## config.mk

```make
export PLATFORM = sky130hd
export DESIGN_NAME = irq_arbiter
export DESIGN_NICKNAME = d
export VERILOG_FILES = /design/src/rtl/irq_pkg.sv /design/src/rtl/irq_flag_bank.sv /design/src/rtl/irq_prio_enc.sv /design/src/rtl/irq_core_fsm.sv /design/src/rtl/irq_arbiter.sv
export SDC_FILE = /design/constraint.sdc
export NUM_CORES = 1
export LEC_CHECK = 0
export BUFFER_PORTS_ARGS = -buffer_cell sky130_fd_sc_hd__clkbuf_2
export CAP_MARGIN = 15
export CORE_ASPECT_RATIO = 1.5
export CORE_MARGIN = 1
export CORE_UTILIZATION = 35
export CTS_BUF_LIST = sky130_fd_sc_hd__clkbuf_8 sky130_fd_sc_hd__clkbuf_16
export DETAILED_ROUTE_END_ITERATION = 16
export PLACE_DENSITY_LB_ADDON = 0.08
export SLEW_MARGIN = 40
export SYNTH_ARGS = -nofsm -noshare
export SYNTH_HDL_FRONTEND = slang
export SYNTH_SLANG_ARGS = --single-unit
export TNS_END_PERCENT = 1
```

## constraint.sdc

```tcl
create_clock -name clk -period 1.8 [get_ports clk]
set_input_delay 0 -clock clk [delete_from_list [all_inputs] [get_ports clk]]
set_output_delay 0 -clock clk [all_outputs]
set_load 0.05 [all_outputs]
```

## src/rtl/irq_pkg.sv

```systemverilog
package irq_pkg;
    typedef enum logic [1:0] {
        CPU_RUN  = 2'd0,
        CPU_HALT = 2'd1,
        CPU_STOP = 2'd2
    } cpu_state_e;
endpackage

```

## src/rtl/irq_flag_bank.sv

```systemverilog
module irq_flag_bank #(
    parameter int NSRC = 5,
    parameter int DW   = 8
) (
    input  logic            clk,
    input  logic            rst_n,
    input  logic [NSRC-1:0] src_req,
    input  logic            wr_en,
    input  logic            sel,
    input  logic [NSRC-1:0] wr_data,
    input  logic [NSRC-1:0] clr_mask,
    output logic [NSRC-1:0] en_o,
    output logic [NSRC-1:0] flag_o,
    output logic [DW-1:0]   rd_data
);
    localparam int PADW = DW - NSRC;

    typedef struct packed {
        logic [NSRC-1:0] en;
        logic [NSRC-1:0] flag;
    } bank_t;

    bank_t q, d;

    always_comb begin
        d = q;
        if (wr_en && !sel) d.en = wr_data;
        if (wr_en && sel)  d.flag = wr_data;
        // dispatch clear first, then a fresh request re-sets the bit
        d.flag = (d.flag & ~clr_mask) | src_req;
    end

    always_ff @(posedge clk) begin
        if (!rst_n) q <= '0;
        else        q <= d;
    end

    assign en_o    = q.en;
    assign flag_o  = q.flag;
    assign rd_data = sel ? {{PADW{1'b1}}, q.flag} : {{PADW{1'b0}}, q.en};

    // a request always lands in the flag on the next cycle
    p_req_wins_r6: assert property (@(posedge clk) disable iff (!rst_n)
        (|src_req) |=> ((q.flag & $past(src_req)) == $past(src_req)));

    // without a flag write, a flag only falls where dispatch cleared it
    p_only_served_clears_r3: assert property (@(posedge clk) disable iff (!rst_n)
        !(wr_en && sel) |=> (($past(q.flag) & ~q.flag & ~$past(clr_mask)) == '0));

    // requests never disturb the enable register
    p_en_by_write_r1: assert property (@(posedge clk) disable iff (!rst_n)
        !wr_en |=> $stable(q.en));
endmodule

```

## src/rtl/irq_prio_enc.sv

```systemverilog
module irq_prio_enc #(
    parameter int NSRC = 5,
    parameter int IDXW = 3
) (
    input  logic [NSRC-1:0] pend,
    output logic [NSRC-1:0] grant,
    output logic [IDXW-1:0] idx,
    output logic            any
);
    logic [NSRC:0] seen;

    assign seen[0] = 1'b0;

    for (genvar i = 0; i < NSRC; i++) begin : g_chain
        assign seen[i+1] = seen[i] | pend[i];
        assign grant[i]  = pend[i] & ~seen[i];
    end

    assign any = seen[NSRC];

    always_comb begin
        idx = '0;
        for (int i = NSRC - 1; i >= 0; i--) begin
            if (pend[i]) idx = IDXW'(i);
        end
    end
endmodule

```

## src/rtl/irq_core_fsm.sv

```systemverilog
module irq_core_fsm
    import irq_pkg::*;
#(
    parameter int NSRC      = 5,
    parameter int IDXW      = 3,
    parameter int VW        = 16,
    parameter int VEC_BASE  = 'h40,
    parameter int VEC_STEP  = 8,
    parameter int DISP_CYC  = 5,
    parameter int IDLE_CYC  = 4
) (
    input  logic            clk,
    input  logic            rst_n,
    input  logic            pend_any,
    input  logic [NSRC-1:0] grant,
    input  logic [IDXW-1:0] grant_idx,
    input  logic            raw_any,
    input  logic            ime_set,
    input  logic            ime_clr,
    input  logic            halt_req,
    input  logic            stop_req,
    output logic [NSRC-1:0] clr_mask,
    output logic            disp_valid,
    output logic [VW-1:0]   disp_vec,
    output logic            wake,
    output logic            idle_step,
    output logic [1:0]      cpu_state
);
    localparam int CNTW = $clog2(DISP_CYC + 1);
    localparam int ICW  = (IDLE_CYC > 1) ? $clog2(IDLE_CYC) : 1;

    typedef struct packed {
        cpu_state_e      state;
        logic            ime;
        logic [CNTW-1:0] dcnt;
        logic [VW-1:0]   vec;
        logic            wake;
        logic [ICW-1:0]  icnt;
    } core_t;

    core_t q, d;
    logic  accept;
    logic  idle_win;
    logic [VW-1:0] idx_ext;

    assign idx_ext = VW'(grant_idx);

    always_comb begin
        d      = q;
        d.wake = 1'b0;
        accept = 1'b0;

        unique case (q.state)
            CPU_RUN: begin
                if (q.dcnt == '0) begin
                    if (q.ime && pend_any)  accept  = 1'b1;
                    else if (halt_req)      d.state = CPU_HALT;
                    else if (stop_req)      d.state = CPU_STOP;
                end
            end
            CPU_HALT: begin
                if (pend_any) begin
                    d.state = CPU_RUN;
                    d.wake  = 1'b1;
                    accept  = q.ime;
                end
            end
            CPU_STOP: begin
                if (raw_any) begin
                    d.state = CPU_RUN;
                    d.wake  = 1'b1;
                end
            end
            default: d.state = CPU_RUN;
        endcase

        if (ime_set) d.ime = 1'b1;
        if (ime_clr) d.ime = 1'b0;
        if (accept)  d.ime = 1'b0;

        if (accept) begin
            d.dcnt = CNTW'(DISP_CYC);
            d.vec  = VW'(VEC_BASE) + idx_ext * VW'(VEC_STEP);
        end else if (q.dcnt != '0) begin
            d.dcnt = q.dcnt - 1'b1;
        end

        if (q.state == CPU_RUN)               d.icnt = '0;
        else if (q.icnt == ICW'(IDLE_CYC - 1)) d.icnt = '0;
        else                                   d.icnt = q.icnt + 1'b1;
    end

    always_ff @(posedge clk) begin
        if (!rst_n) begin
            q       <= '0;
            q.state <= CPU_RUN;
        end else begin
            q <= d;
        end
    end

    assign idle_win   = (q.state != CPU_RUN);
    assign clr_mask   = accept ? grant : '0;
    assign disp_valid = (q.dcnt != '0);
    assign disp_vec   = q.vec;
    assign wake       = q.wake;
    assign idle_step  = idle_win && (q.icnt == ICW'(IDLE_CYC - 1));
    assign cpu_state  = q.state;

    p_grant_onehot_r2: assert property (@(posedge clk) disable iff (!rst_n)
        $onehot0(grant) && (pend_any == (grant != '0)));

    p_accept_drops_ime_r3: assert property (@(posedge clk) disable iff (!rst_n)
        accept |=> (!q.ime && disp_valid));

    p_vec_hold_r4: assert property (@(posedge clk) disable iff (!rst_n)
        (q.dcnt > CNTW'(1)) |=> ($stable(q.vec) && disp_valid));

    p_no_overlap_r4: assert property (@(posedge clk) disable iff (!rst_n)
        disp_valid |-> !accept);

    p_halt_wake_r7: assert property (@(posedge clk) disable iff (!rst_n)
        (q.state == CPU_HALT && pend_any) |=> (q.state == CPU_RUN && q.wake));

    p_halt_no_ime_r8: assert property (@(posedge clk) disable iff (!rst_n)
        (q.state == CPU_HALT && pend_any && !q.ime) |=> !disp_valid);

    p_stop_wake_r10: assert property (@(posedge clk) disable iff (!rst_n)
        (q.state == CPU_STOP && !raw_any) |=> (q.state == CPU_STOP));

    p_clr_wins_r11: assert property (@(posedge clk) disable iff (!rst_n)
        ime_clr |=> !q.ime);
endmodule

```

## src/rtl/irq_arbiter.sv

```systemverilog
module irq_arbiter #(
    parameter int NSRC     = 5,
    parameter int DW       = 8,
    parameter int VW       = 16,
    parameter int VEC_BASE = 'h40,
    parameter int VEC_STEP = 8,
    parameter int DISP_CYC = 5,
    parameter int IDLE_CYC = 4
) (
    input  logic            clk,
    input  logic            rst_n,
    input  logic [NSRC-1:0] src_req,
    input  logic            reg_wr,
    input  logic            reg_sel,
    input  logic [DW-1:0]   reg_wdata,
    output logic [DW-1:0]   reg_rdata,
    input  logic            ime_set,
    input  logic            ime_clr,
    input  logic            halt_req,
    input  logic            stop_req,
    output logic            disp_valid,
    output logic [VW-1:0]   disp_vec,
    output logic            wake,
    output logic            idle_step,
    output logic [1:0]      cpu_state
);
    localparam int IDXW = (NSRC > 1) ? $clog2(NSRC) : 1;

    logic [NSRC-1:0] en_w, flag_w, pend_w, grant_w, clr_w;
    logic [IDXW-1:0] idx_w;
    logic            any_w;
    logic            unused_hi;

    assign unused_hi = ^reg_wdata[DW-1:NSRC];
    assign pend_w    = en_w & flag_w;

    irq_flag_bank #(.NSRC(NSRC), .DW(DW)) u_bank (
        .clk      (clk),
        .rst_n    (rst_n),
        .src_req  (src_req),
        .wr_en    (reg_wr),
        .sel      (reg_sel),
        .wr_data  (reg_wdata[NSRC-1:0]),
        .clr_mask (clr_w),
        .en_o     (en_w),
        .flag_o   (flag_w),
        .rd_data  (reg_rdata)
    );

    irq_prio_enc #(.NSRC(NSRC), .IDXW(IDXW)) u_prio (
        .pend  (pend_w),
        .grant (grant_w),
        .idx   (idx_w),
        .any   (any_w)
    );

    irq_core_fsm #(
        .NSRC(NSRC), .IDXW(IDXW), .VW(VW), .VEC_BASE(VEC_BASE),
        .VEC_STEP(VEC_STEP), .DISP_CYC(DISP_CYC), .IDLE_CYC(IDLE_CYC)
    ) u_fsm (
        .clk        (clk),
        .rst_n      (rst_n),
        .pend_any   (any_w),
        .grant      (grant_w),
        .grant_idx  (idx_w),
        .raw_any    (|src_req),
        .ime_set    (ime_set),
        .ime_clr    (ime_clr),
        .halt_req   (halt_req),
        .stop_req   (stop_req),
        .clr_mask   (clr_w),
        .disp_valid (disp_valid),
        .disp_vec   (disp_vec),
        .wake       (wake),
        .idle_step  (idle_step),
        .cpu_state  (cpu_state)
    );
endmodule

```

==> run_results.csv <==
group,metric,value,unit
timing,slew-limit-headroom,58.5,%
clock_network,cts-buffers-inserted,3,
logic_synthesis,synthArstFlopShare,0,%
cells_and_area,syn_to_final_growth,15.2,%
clock_network,cts_sinks,23,
grt,gr-usage-all-layers,14.6,%
setup_path,max_stage_delay,0.37,ns
setup_path,crit_arrival,1.83,ns
grt,grt_start_max_net_pins,17,
logic_synthesis,ys_top_cells_by_area,"dfxtp_1 33%, buf_4 11%, mux2_2 7.2%",
setup_path,cp_slowest_cell,"dfxtp_1",
logic_synthesis,syn_area,1410,sq um
grt,grt_overflow,0,
logic_synthesis,synthDistinctLibCells,44,
grt,grt_pass1_vias,970,
floorplanning,die_x,53.7,um
placement,gp_congestion,0.746,
timing,setup_violations,0,
placement,pre_cts_ws,0.0700,ns
grt,grt_pass1_wl,4550,um
drt,via_per_inst,4.92,
setup_path,crit_type,"reg2reg",
setup_path,critPathCaptureType,"flip-flop",
cells_and_area,final_common_cell,"clkbuf_2",
placement,io_buffers,34,
floorplanning,die_y,79.6,um
clock_network,clk_latency,0.26,ns
logic_synthesis,synth_area_leader_cell,"dfxtp_1",
clock_network,cts_buffer_depth,2,
logic_synthesis,ys_seq_area_share,32.8,%
timing,hold_violations,0,
timing,fin_crit,1.66,ns
floorplanning,dieArea,4280,sq um
logic_synthesis,netlist.area_leader.share,32.8,%
timing,rsz0062_at_grt,"false",
drt,drt-total-wl,3010,um
drt,dr.pass1.iters,4,
cells_and_area,nets,212,
run,maxCapViolations,0,
clock_network,cts_tree,"built",
floorplanning,core-area,3750,sq um
timing,finClkSkew,0.00417,ns
timing,fin_crit_sh,92.3,%
drt,drt_iter0_markers,12,
setup_path,worstPathMaxFanout,7,
floorplanning,boundaryPins,50,
outcome,status,"finished clean",
timing,finalSetupTns,0,ns
drt,wl_per_cell,13.3,um
drt,route.vias.total,1116,
drt,ant_nets,0,
floorplanning,row_count,27,
logic_synthesis,ys.flop_type,"dfxtp_1",
clock_network,ctsHtreeMaxLevel,1,
logic_synthesis,ys_warn_count,0,
timing,hold_ws,0.00373,ns
timing,maxSlewViolCount,0,
pwr,ir_worst_vdd,0.859,mV
grt,antenna_found_initial,0,
placement,dpl.hpwl,2410,um
cells_and_area,finish.utilization,43.2,%
pwr,p_leak,0.715,nW
timing,fmax,602,MHz
drt,drc,0,
clock_network,cts_root_buf,"clkbuf_8",
cells_and_area,mostFrequentLayoutCells,"34 x clkbuf_2, 23 x dfxtp_1, 12 x conb_1, 10 x nor2_1, 9 x mux2_2",
setup_path,cp_cell_sequence,"inv_1, ha_1, and3b_1, o21ai_4, nor2_2, a2111oi_2",
floorplanning,initial_utilization,37.5,%
setup_path,crit_required,1.97,ns
logic_synthesis,synth_edf_count,0,
logic_synthesis,synth_seq_cells,23,
clock_network,cts_setup_buffers,0,
cells_and_area,diodes,0,
clock_network,cts.clk_slew.worst_paths,0.08,ns
cells_and_area,drive_gt1_share,33.2,%
logic_synthesis,post_synth.cell_area_avg,9.24,sq um
timing,fin_ws,0.138,ns
pwr,p_per_area,1220,nW/um^2
min_path,min_path_type,"in2reg",
setup_path,worstSetupStartpointType,"flip-flop",
timing,tightest_slew,0.621,ns
logic_synthesis,syn_inst,152,
[cell usage after synthesis (2+ instances only)]
cell and instances:
o21ai_1 4, clkbuf_1 3, o21ai_0 4, nand2_1 8
dfxtp_1 23, mux2i_1 5, o21a_1 3, nand3_1 3
ha_1 6, nor2b_1 3, buf_4 21, nor4_1 2
mux2_2 9, inv_1 8, o32ai_2 2, a31oi_1 2
nor2_1 10, a21oi_1 7, and3_1 3, nor3_1 2
[kinds of logic after synthesis]
group / synth area share, %
flip-flops: 32.8
adder cells (fa/ha/maj): 5.34
multiplexers: 10.8
AO/OA/AOI/OAI: 19.4
other: 0.267
buffers and inverters: 15.3
XOR/XNOR: 0.623
AND/OR/NAND/NOR: 15.5
[critical path, delay by kind of cell, from the launching register on]
kind	cells	cell delay, ns
buf+inv	1	0.09
flops	1	0.37
compound gates	2	0.53
fa+ha+maj	1	0.25
simple gates	2	0.34
[registers in the layout, summed over array words and instances, names as in the netlist]
register	count
u_bank.en_o	5
u_fsm.wake	1
u_fsm.disp_vec	4
u_bank.flag_o	5
u_fsm.cpu_state	2
u_fsm.q	6
[metal layers]
layer	wire, um	share of wire, %	vias to the layer above	GRT usage, %
met5	0	0	-	0
met3	105	3.5	4	2.10
met1	1240	41	512	15.9
met2	1630	54	28	26.8
met4	42	1.4	0	5.53
li1	-	-	572	-
[power by group]
| group | internal, W | switching, W | total, W |
|---|---|---|---|
| registers | 0.000590 | 0.0000629 | 0.000653 |
| clock network | 0.000154 | 0.000161 | 0.000316 |
| logic | 0.000385 | 0.000627 | 0.00101 |
[stage by stage]
step	power, W	instances	cell area (sq um)
after floorplan	0.00149	163	1450
after global placement	0.00164	218	1520
after detailed placement	0.00166	218	1520
after CTS	0.00199	227	1610
after global routing	0.00212	227	1620
final	0.00198	227	1620
[worst paths after layout]
path | cells after the start | endpoint | slack (ns) | start
min reg2reg | 1 | u_fsm.q[0] | 0.44 | u_fsm.q[0]
max reg2reg | 6 | u_fsm.q[20] | 0.14 | u_fsm.cpu_state[0]
min | 3 | u_bank.en_o[3] | 0.004 | reg_wdata[3]
max | 6 | u_fsm.q[20] | 0.14 | u_fsm.cpu_state[0]
[timing repair]
| item | CTS | global route |
|---|---|---|
| hold buffers | 5 | 0 |
| setup endpoints to repair | 0 | 1 |
| endpoints found under the hold margin | 4 | 0 |
| gates resized for setup | 0 | 1 |
[layout make-up]
class,count,area [sq um]
Clock buffer,3,41.3
Clock inverter,1,5.00
Fill cell,385,2130
Inverter,8,30.0
Multi-Input combinational cell,106,778
Sequential cell,23,460
Tap cell,43,53.8
Timing Repair Buffer,43,250
Note: power is estimated with default switching activity, not from simulation.
